File: config.mk
export PLATFORM = sky130hd
export DESIGN_NAME = sburst_ctrl
export DESIGN_NICKNAME = d
export VERILOG_FILES = /design/src/rtl/sbc_pkg.sv /design/src/rtl/sbc_decode.sv /design/src/rtl/sbc_addr_gen.sv /design/src/rtl/sbc_lane_we.sv /design/src/rtl/sburst_ctrl.sv
export SDC_FILE = /design/constraint.sdc
export NUM_CORES = 1
export LEC_CHECK = 0
export BUFFER_PORTS_ARGS = -buffer_cell sky130_fd_sc_hd__buf_2
export CAP_MARGIN = 20
export CORE_UTILIZATION = 41
export CTS_CLUSTER_DIAMETER = 120
export DETAILED_ROUTE_END_ITERATION = 10
export PLACE_DENSITY = 0.77
export SLEW_MARGIN = 20
export SYNTH_ARGS = -nofsm -noshare
export SYNTH_HDL_FRONTEND = slang
export SYNTH_SLANG_ARGS = --single-unit
export TNS_END_PERCENT = 5
File: constraint.sdc
create_clock -name clk -period 4.1 [get_ports clk]
set_clock_uncertainty 0.05 [all_clocks]
set_input_delay 0 -clock clk [delete_from_list [all_inputs] [get_ports clk]]
set_output_delay 0 -clock clk [all_outputs]
set_load 0.05 [all_outputs]
File: src/rtl/sbc_pkg.sv
package sbc_pkg;

    localparam int BURST_W = 2;

    typedef enum logic [2:0] {
        CYC_DESEL    = 3'd0,
        CYC_SLEEP    = 3'd1,
        CYC_RD_START = 3'd2,
        CYC_WR_START = 3'd3,
        CYC_RD_CONT  = 3'd4,
        CYC_WR_CONT  = 3'd5,
        CYC_RD_SUSP  = 3'd6,
        CYC_WR_SUSP  = 3'd7
    } cyc_e;

    typedef enum logic [1:0] {
        SRC_NONE = 2'd0,
        SRC_EXT  = 2'd1,
        SRC_NEXT = 2'd2,
        SRC_CUR  = 2'd3
    } src_e;

    typedef struct packed {
        cyc_e cyc;
        src_e src;
    } dec_t;

    // Low means "this cycle writes".
    function automatic logic wr_qual_n(input logic gw_n, input logic bwe_n,
                                       input logic any_lane_low);
        return gw_n & (bwe_n | ~any_lane_low);
    endfunction

    function automatic logic cyc_is_read(input cyc_e c);
        return (c == CYC_RD_START) || (c == CYC_RD_CONT) || (c == CYC_RD_SUSP);
    endfunction

    function automatic logic cyc_is_write(input cyc_e c);
        return (c == CYC_WR_START) || (c == CYC_WR_CONT) || (c == CYC_WR_SUSP);
    endfunction

endpackage

File: src/rtl/sbc_decode.sv
module sbc_decode
    import sbc_pkg::*;
(
    input  logic sleep,
    input  logic ce1_n,
    input  logic ce2,
    input  logic ce3_n,
    input  logic pstb_n,
    input  logic cstb_n,
    input  logic adv_n,
    input  logic wr_n,
    output dec_t dec
);
    logic selected;
    logic pstb_go;

    assign selected = ce2 & ~ce3_n;
    assign pstb_go  = ~pstb_n & ~ce1_n;

    always_comb begin
        dec = '{cyc: CYC_DESEL, src: SRC_NONE};
        if (sleep) begin
            dec = '{cyc: CYC_SLEEP, src: SRC_NONE};
        end else if (ce1_n && !cstb_n) begin
            dec = '{cyc: CYC_DESEL, src: SRC_NONE};
        end else if (pstb_go) begin
            if (selected) dec = '{cyc: CYC_RD_START, src: SRC_EXT};
        end else if (!cstb_n) begin
            if (selected)
                dec = '{cyc: (wr_n ? CYC_RD_START : CYC_WR_START), src: SRC_EXT};
        end else if (!adv_n) begin
            dec = '{cyc: (wr_n ? CYC_RD_CONT : CYC_WR_CONT), src: SRC_NEXT};
        end else begin
            dec = '{cyc: (wr_n ? CYC_RD_SUSP : CYC_WR_SUSP), src: SRC_CUR};
        end
    end
endmodule

File: src/rtl/sbc_addr_gen.sv
module sbc_addr_gen
    import sbc_pkg::*;
#(
    parameter int ADDR_W = 8
) (
    input  logic              clk,
    input  logic              rst,
    input  src_e              src,
    input  logic [ADDR_W-1:0] addr_in,
    output logic [ADDR_W-1:0] mem_addr
);
    localparam int HI_W = ADDR_W - BURST_W;

    logic [HI_W-1:0]    hi_q;
    logic [BURST_W-1:0] cnt_q;

    always_ff @(posedge clk) begin
        if (rst) begin
            hi_q  <= '0;
            cnt_q <= '0;
        end else begin
            unique case (src)
                SRC_EXT: begin
                    hi_q  <= addr_in[ADDR_W-1:BURST_W];
                    cnt_q <= addr_in[BURST_W-1:0];
                end
                SRC_NEXT: cnt_q <= cnt_q + 1'b1;
                default: ;
            endcase
        end
    end

    assign mem_addr = {hi_q, cnt_q};
endmodule

File: src/rtl/sbc_lane_we.sv
module sbc_lane_we #(
    parameter int LANES = 4
) (
    input  logic             clk,
    input  logic             rst,
    input  logic             wr_cycle,
    input  logic             gw_n,
    input  logic             bwe_n,
    input  logic [LANES-1:0] lane_n,
    output logic [LANES-1:0] lane_we
);
    for (genvar g = 0; g < LANES; g++) begin : g_lane
        always_ff @(posedge clk) begin
            if (rst) lane_we[g] <= 1'b0;
            else     lane_we[g] <= wr_cycle & (~gw_n | (~bwe_n & ~lane_n[g]));
        end
    end
endmodule

File: src/rtl/sburst_ctrl.sv
module sburst_ctrl
    import sbc_pkg::*;
#(
    parameter int ADDR_W = 8,
    parameter int LANES  = 4
) (
    input  logic              clk,
    input  logic              rst,
    input  logic              sleep,
    input  logic              ce1_n,
    input  logic              ce2,
    input  logic              ce3_n,
    input  logic              pstb_n,
    input  logic              cstb_n,
    input  logic              adv_n,
    input  logic              gw_n,
    input  logic              bwe_n,
    input  logic [LANES-1:0]  lane_n,
    input  logic              oe_n,
    input  logic [ADDR_W-1:0] addr,
    output logic [2:0]        cyc_type,
    output logic [1:0]        addr_src,
    output logic [ADDR_W-1:0] mem_addr,
    output logic [LANES-1:0]  lane_we,
    output logic              dq_oe
);
    logic wr_n;
    dec_t dec;
    cyc_e cyc_q;
    src_e src_q;

    assign wr_n = wr_qual_n(gw_n, bwe_n, ~&lane_n);

    sbc_decode u_decode (
        .sleep  (sleep),
        .ce1_n  (ce1_n),
        .ce2    (ce2),
        .ce3_n  (ce3_n),
        .pstb_n (pstb_n),
        .cstb_n (cstb_n),
        .adv_n  (adv_n),
        .wr_n   (wr_n),
        .dec    (dec)
    );

    sbc_addr_gen #(.ADDR_W(ADDR_W)) u_addr (
        .clk      (clk),
        .rst      (rst),
        .src      (dec.src),
        .addr_in  (addr),
        .mem_addr (mem_addr)
    );

    sbc_lane_we #(.LANES(LANES)) u_we (
        .clk      (clk),
        .rst      (rst),
        .wr_cycle (cyc_is_write(dec.cyc)),
        .gw_n     (gw_n),
        .bwe_n    (bwe_n),
        .lane_n   (lane_n),
        .lane_we  (lane_we)
    );

    always_ff @(posedge clk) begin
        if (rst) begin
            cyc_q <= CYC_DESEL;
            src_q <= SRC_NONE;
        end else begin
            cyc_q <= dec.cyc;
            src_q <= dec.src;
        end
    end

    assign cyc_type = cyc_q;
    assign addr_src = src_q;
    // Output enable and sleep act without the clock; writes mask the drivers.
    assign dq_oe    = cyc_is_read(cyc_q) & ~oe_n & ~sleep;
endmodule

==> results.yml, run 1 <==
clocking:
  clkLatencyLatePin_ps: 280
  cts_buffer_depth: 2
  path_clk_slew_ps: 80
  cts_sinks: 15
  ctsHtreeMaxLevel: 1
  post_cts_buffers: 0
  ctsResizeCount: 0
  cts_tree: "built"
  numCtsBuffers: 3
  cts_hold_buffers: 24
  root_buffer: "clkbuf_4"
final_layout:
  fin_util: 0.757
  fin_cells: 153
  design_area_um2: 1150
  antennaDiodeCount: 0
  drive_above_1_share: 0.358
  areaGrowthSynthToFinish_pct: 68.6
  nets: 164
sta:
  setup_viol: 0
  finalSetupTns_ps: 0
  maxSlewViolCount: 0
  finalCriticalPeriod_ps: 2170
  timing.slew.headroom: 0.755
  setup_ws_ps: 1930
  max_freq_ghz: 0.460
  finalCritPeriodShare: 0.530
  rsz0062_at_grt: "false"
  hold_viol: 0
  hold_slack_ps: 27.8
  worst_pin_slew_ps: 367
drt:
  drt_wl_total_um: 1780
  antenna_left: 0
  first_pass_iters: 4
  top_layer_used: "met4"
  wl_met3_um: 102
  drc: 0
  wl_met1_um: 678
  drt_iter0_drc: 4
  wl_per_cell_um: 11.6
  wl_met2_um: 947
  vias: 745
  via_per_inst: 4.87
logic_synthesis:
  ys_types: 26
  synthFlopType: "dfxtp_1"
  synth_top_area_cell: "dfxtp_1"
  synthCells: 72
  synth_top_area_frac: 0.439
  syn-cell-area_um2: 684
  synth_nets: 98
  synth_edf_count: 0
  ys_ff_latch: 15
  synth.area.top_cells: "dfxtp_1 (44%), mux2i_1 (8.8%), nor2_1 (8.2%)"
  ys_seq_area_frac: 0.439
  async_flop_share: 0
  synth_top_cells_by_count: "dfxtp_1 (15), nor2_1 (15), mux2i_1 (6)"
  avgSynthCellArea_um2: 9.51
  ys_warn_count: 0
grt:
  antenna_found_initial: 0
  grt_pass1_vias: 710
  grt_max_degree: 12
  grt_usage: 0.215
  grt_pass1_wl_um: 2840
  grt_overflow: 0
placed_design:
  routabilityCongestion: 0.725
  place_area_um2: 886
  portBuffers: 41
  pre_cts_slack_ps: 2430
  dpl.cell_count: 125
  dp_hpwl_um: 1180
pwr:
  p_leak_nw: 0.566
  ir_drop_v: 0.000161
  power_density_nw_per_um2: 293
  power_uw: 338
floorplan:
  num_rows: 14
  die_h_um: 42.9
  die_x_um: 42.9
  core-area_um2: 1520
  die_area_um2: 1840
  io_pins: 42
  start_util: 0.449
job:
  drv_cap: 0
critical_path:
  path_class: "in -> reg"
  endpoint_kind: "flip-flop"
  crit_path_max_fanout: 5
  critPathArrivalTime_ps: 2300
  cp.required_ps: 4220
  rr_worst_depth: 4
  cp-start-kind: "input port"
run_status:
  status: "completed"
min_path:
  holdPathStages: 4
  hold_path.class: "in -> reg"
cell type report:
class / count / area, µm²
clock buffer: 3 / 22.5
clock inverter: 1 / 5.00
fill: 114 / 370
inverter: 1 / 3.75
multi-input combinational: 52 / 357
sequential: 15 / 300
tap: 16 / 20.0
timing repair buffer: 65 / 445
flip-flops by register name (all words and copies together), names as in the netlist:
name and cells:
u_addr.hi_q 6, u_we.lane_we 4, cyc_type 3, u_addr.cnt_q 2
cell usage in the layout, fill, tap and decap left out, types with 2 or more instances in the layout:
cell           count
nor2_1            15
nor3_1             5
dlygate4sd3_1     24
or3_1              2
mux2i_1            6
buf_2             41
o21ai_0            2
nand2b_1           3
ha_1               2
o21a_1             4
clkbuf_4           3
dfxtp_1           15
critical path, cell delays in order:
cell           delay, ps
dlygate4sd3_1        520
buf_2                100
nor2_1                50
or3_1                350
ha_1                 350
nor2_1                60
a221oi_1             260
nor2_1                60
dlygate4sd3_1        550
layer usage:
layer / global-route usage / vias to the layer above
met3: 0.0340 / 6
li1: - / 387
met2: 0.415 / 31
met1: 0.201 / 321
met4: 0.144 / 0
met5: 0 / -
final timing paths:
| kind | end | slack [ps] | startpoint |
|---|---|---|---|
| max | u_addr.cnt_q[0] | 1930 | adv_n |
| min | cyc_type[1] | 30 | cstb_n |
| max reg2reg | u_addr.cnt_q[0] | 2680 | u_addr.cnt_q[0] |
| min reg2reg | u_addr.cnt_q[1] | 460 | u_addr.cnt_q[1] |
cell families (layout without fill, tap and decap cells):
family / Yosys count / in the layout / share of synthesized area
AOI/OAI and AO/OA: 13 / 13 / 0.155
adders and majority gates: 2 / 2 / 0.0366
buffers and inverters: 5 / 70 / 0.0402
DFF: 15 / 15 / 0.439
muxes: 6 / 6 / 0.0878
and+or+nand+nor: 31 / 31 / 0.241
report_power, final:
| part | total, mW | internal [mW] | switching, mW | leakage (nW) |
|---|---|---|---|---|
| clock network | 0.0812 | 0.0362 | 0.0449 | 0.0177 |
| registers | 0.156 | 0.153 | 0.00372 | 0.122 |
| logic | 0.100 | 0.0436 | 0.0566 | 0.426 |
Note: power is estimated with default switching activity, not from simulation.
==> run 2, diff against run 1 <==
- ABC_AREA: unset -> 1
- clock period: 4.1 -> 2.1 ns (I/O delays scaled with it)
==> run 2 against run 1 <==
Compared with the run above: synthesized cell count increased by 25%; register-to-register slack got worse by 1400 ps; area after synthesis increased by 0.37%; non-clock buffer count decreased by 8; core utilization decreased by 4.9 points; combinational power increased by 100%; first-iteration DRC count increased to 2.5 times the previous value; cell area decreased by 5.4%; total power increased by 100%; cell count increased by 7.8%; sequential power increased by 99%; critical endpoint is now u_addr.cnt_q[1]; highest routed layer unchanged.
==> results.yml, run 2 <==
run_status:
  status: "completed"
final_layout:
  top_register: "u_addr.hi_q"
  multi_input_area_um2: 322
  final_common_cell: "buf_2"
  nFillCells: 127
  antennaDiodeCount: 0
  design_area_um2: 1090
  nets: 176
  areaGrowthSynthToFinish_pct: 58.8
  register_area_um2: 300
  largest_register_ffs: 6
  drive_above_1_share: 0.376
  final_cell_mix: "buf_2 (41), nor2_1 (20), dlygate4sd3_1 (16)"
clocking:
  root_buffer: "clkbuf_4"
  cts_tree: "built"
  cts_sinks: 15
  ctsHtreeMaxLevel: 1
  numCtsBuffers: 3
  cts_buffer_depth: 2
  clkLatencyLatePin_ps: 280
  path_clk_slew_ps: 90
sta:
  finalCritPeriodShare: 0.817
  rsz0062_at_grt: "false"
  timing.slew.headroom: 0.820
  max_freq_ghz: 0.583
  finalCriticalPeriod_ps: 1710
  setup_viol: 0
  maxSlewViolCount: 0
  finalSetupTns_ps: 0
  worst_pin_slew_ps: 270
  hold_viol: 0
  setup_ws_ps: 385
logic_synthesis:
  synth_nets: 116
  ys_seq_area_frac: 0.437
  synth_top_area_frac: 0.437
  syn-cell-area_um2: 687
  synth-xor-area-share: 0
  avgSynthCellArea_um2: 7.63
  ys_warn_count: 0
  ys_ff_latch: 15
  synth-simple-area-share: 0.231
  synthFlopType: "dfxtp_1"
  synth_top_family_by_area: "simple AND/OR/NAND/NOR gates"
  muxShareOfSynthArea: 0
  async_flop_share: 0
  synth.area.top_cells: "dfxtp_1 (44%), nor2_1 (11%), o21ai_0 (8.7%)"
  synthCells: 90
  ys_types: 20
  synthAdderAreaFrac: 0.0364
  synth_top_area_cell: "dfxtp_1"
  synth-compound-area-share: 0.191
  synth.most_common_cell: "nor2_1"
  synth_top_cells_by_count: "nor2_1 (20), dfxtp_1 (15), inv_1 (13)"
  synth_edf_count: 0
floorplan:
  die_h_um: 42.9
  core-area_um2: 1540
  start_util: 0.446
  num_rows: 14
  die_area_um2: 1840
  io_pins: 42
  die_x_um: 42.9
drt:
  drt_iter0_drc: 10
  drt_wl_total_um: 1790
  via_per_inst: 4.72
  antenna_left: 0
  vias: 778
  wl_per_cell_um: 10.8
  first_pass_iters: 3
  drc: 0
critical_path:
  r2r-start: "u_addr.cnt_q[0]"
  worstPathCellList: "dlygate4sd3_1, buf_2, inv_1, o21ai_2, a21oi_4, o21ai_2, ha_1, or2_2, a21oi_1, a211oi_1"
  path_class: "in -> reg"
  critPathSlowestCell: "dlygate4sd3_1"
  regToRegEndpoint: "u_addr.cnt_q[0]"
  cp.required_ps: 2220
  cp-start-kind: "input port"
  crit_path_max_incr_delay_ps: 540
  endpoint_kind: "flip-flop"
  cp_common_cell: "o21ai_2"
  rr_worst_depth: 3
  r2r_slack_ps: 1240
  critPathArrivalTime_ps: 1830
  crit_path_max_fanout: 5
placed_design:
  place_area_um2: 903
  pre_cts_slack_ps: 613
  routabilityCongestion: 0.775
  dp_hpwl_um: 1230
  portBuffers: 41
pwr:
  p_leak_nw: 0.584
  ir_drop_v: 0.000451
  power_density_nw_per_um2: 619
min_path:
  min_to: "u_we.lane_we[3]"
  hold_path.class: "in -> reg"
  min_from: "bwe_n"
  holdPathStages: 4
grt:
  antenna_found_initial: 0
  grt_usage: 0.209
  grt_overflow: 0
  grt_pass1_vias: 751
  grt_pass1_wl_um: 2890
  grt_max_degree: 10
job:
  drv_cap: 0
==> run 2: changes by cell type in the layout (fill, tap and decap cells not counted), moves of 3 or more <==
cell           delta
nand2b_1          -3
mux2i_1           -6
nand2_1          +10
o21a_1            -4
nor2_1            +5
inv_1            +12
dlygate4sd3_1     -8
nor3_1            -5
o21ai_0          +10
==> run 2: cells by family after synthesis <==
group,count (synthesis)
simple gates,37
compound gates,19
buf+inv,17
flops,15
fa+ha+maj,2
==> run 2: through the flow <==
step                power (mW)  std cells  hold slack [ps]  utilization
global route             0.708        165             34.0        0.708
floorplan                0.437         90             16.9            -
finish                   0.675        165             20.8        0.708
CTS                      0.675        165             2.36        0.708
global placement         0.488        145              171        0.586
detailed placement       0.492        145              167        0.586
==> run 2: critical path, delay by kind of cell <==
family,cells,cell delay (ps)
fa+ha+maj,1,250
compound gates,5,530
buf+inv,3,770
simple gates,1,300
==> run 2: what timing repair did <==
action | in CTS | in global routing
hold endpoints to repair | 13 | 0
hold buffers | 16 | 0
resized for setup | 0 | 0
setup buffers | 0 | 0
==> run 2: power by group <==
part	total, mW	internal (mW)	switching, mW
sequential	0.311	0.302	0.00929
clock	0.164	0.0707	0.0931
combinational	0.201	0.0711	0.130
total	0.675	0.443	0.232
==> run 2: worst max-delay path by stage <==
stage / from / endpoint / cells past startpoint
after CTS: sleep / u_addr.cnt_q[1] / 10
after global routing: sleep / u_addr.cnt_q[1] / 10
after floorplan: cyc_type[1] / dq_oe / 2
final: sleep / u_addr.cnt_q[1] / 10
after detailed placement: ce3_n / u_addr.cnt_q[1] / 9
after global placement: ce3_n / u_addr.cnt_q[1] / 9
==> run 2: per-layer routing <==
| layer | GRT usage | routed length (µm) | vias to the layer above |
|---|---|---|---|
| li1 | - | - | 402 |
| met1 | 0.204 | 731 | 348 |
| met2 | 0.424 | 966 | 26 |
| met3 | 0.0468 | 81 | 2 |
| met4 | 0.0606 | 9 | 0 |
| met5 | 0 | 0 | - |
==> run 2: cell type report <==
cell class | count | share of cell area
repair buffers | 57 | 0.335
clock inverters | 1 | 0.00459
well taps | 16 | 0.0183
inverters | 15 | 0.0516
clock buffers | 3 | 0.0206
flip-flops and latches | 15 | 0.275
multi-input cells | 58 | 0.295
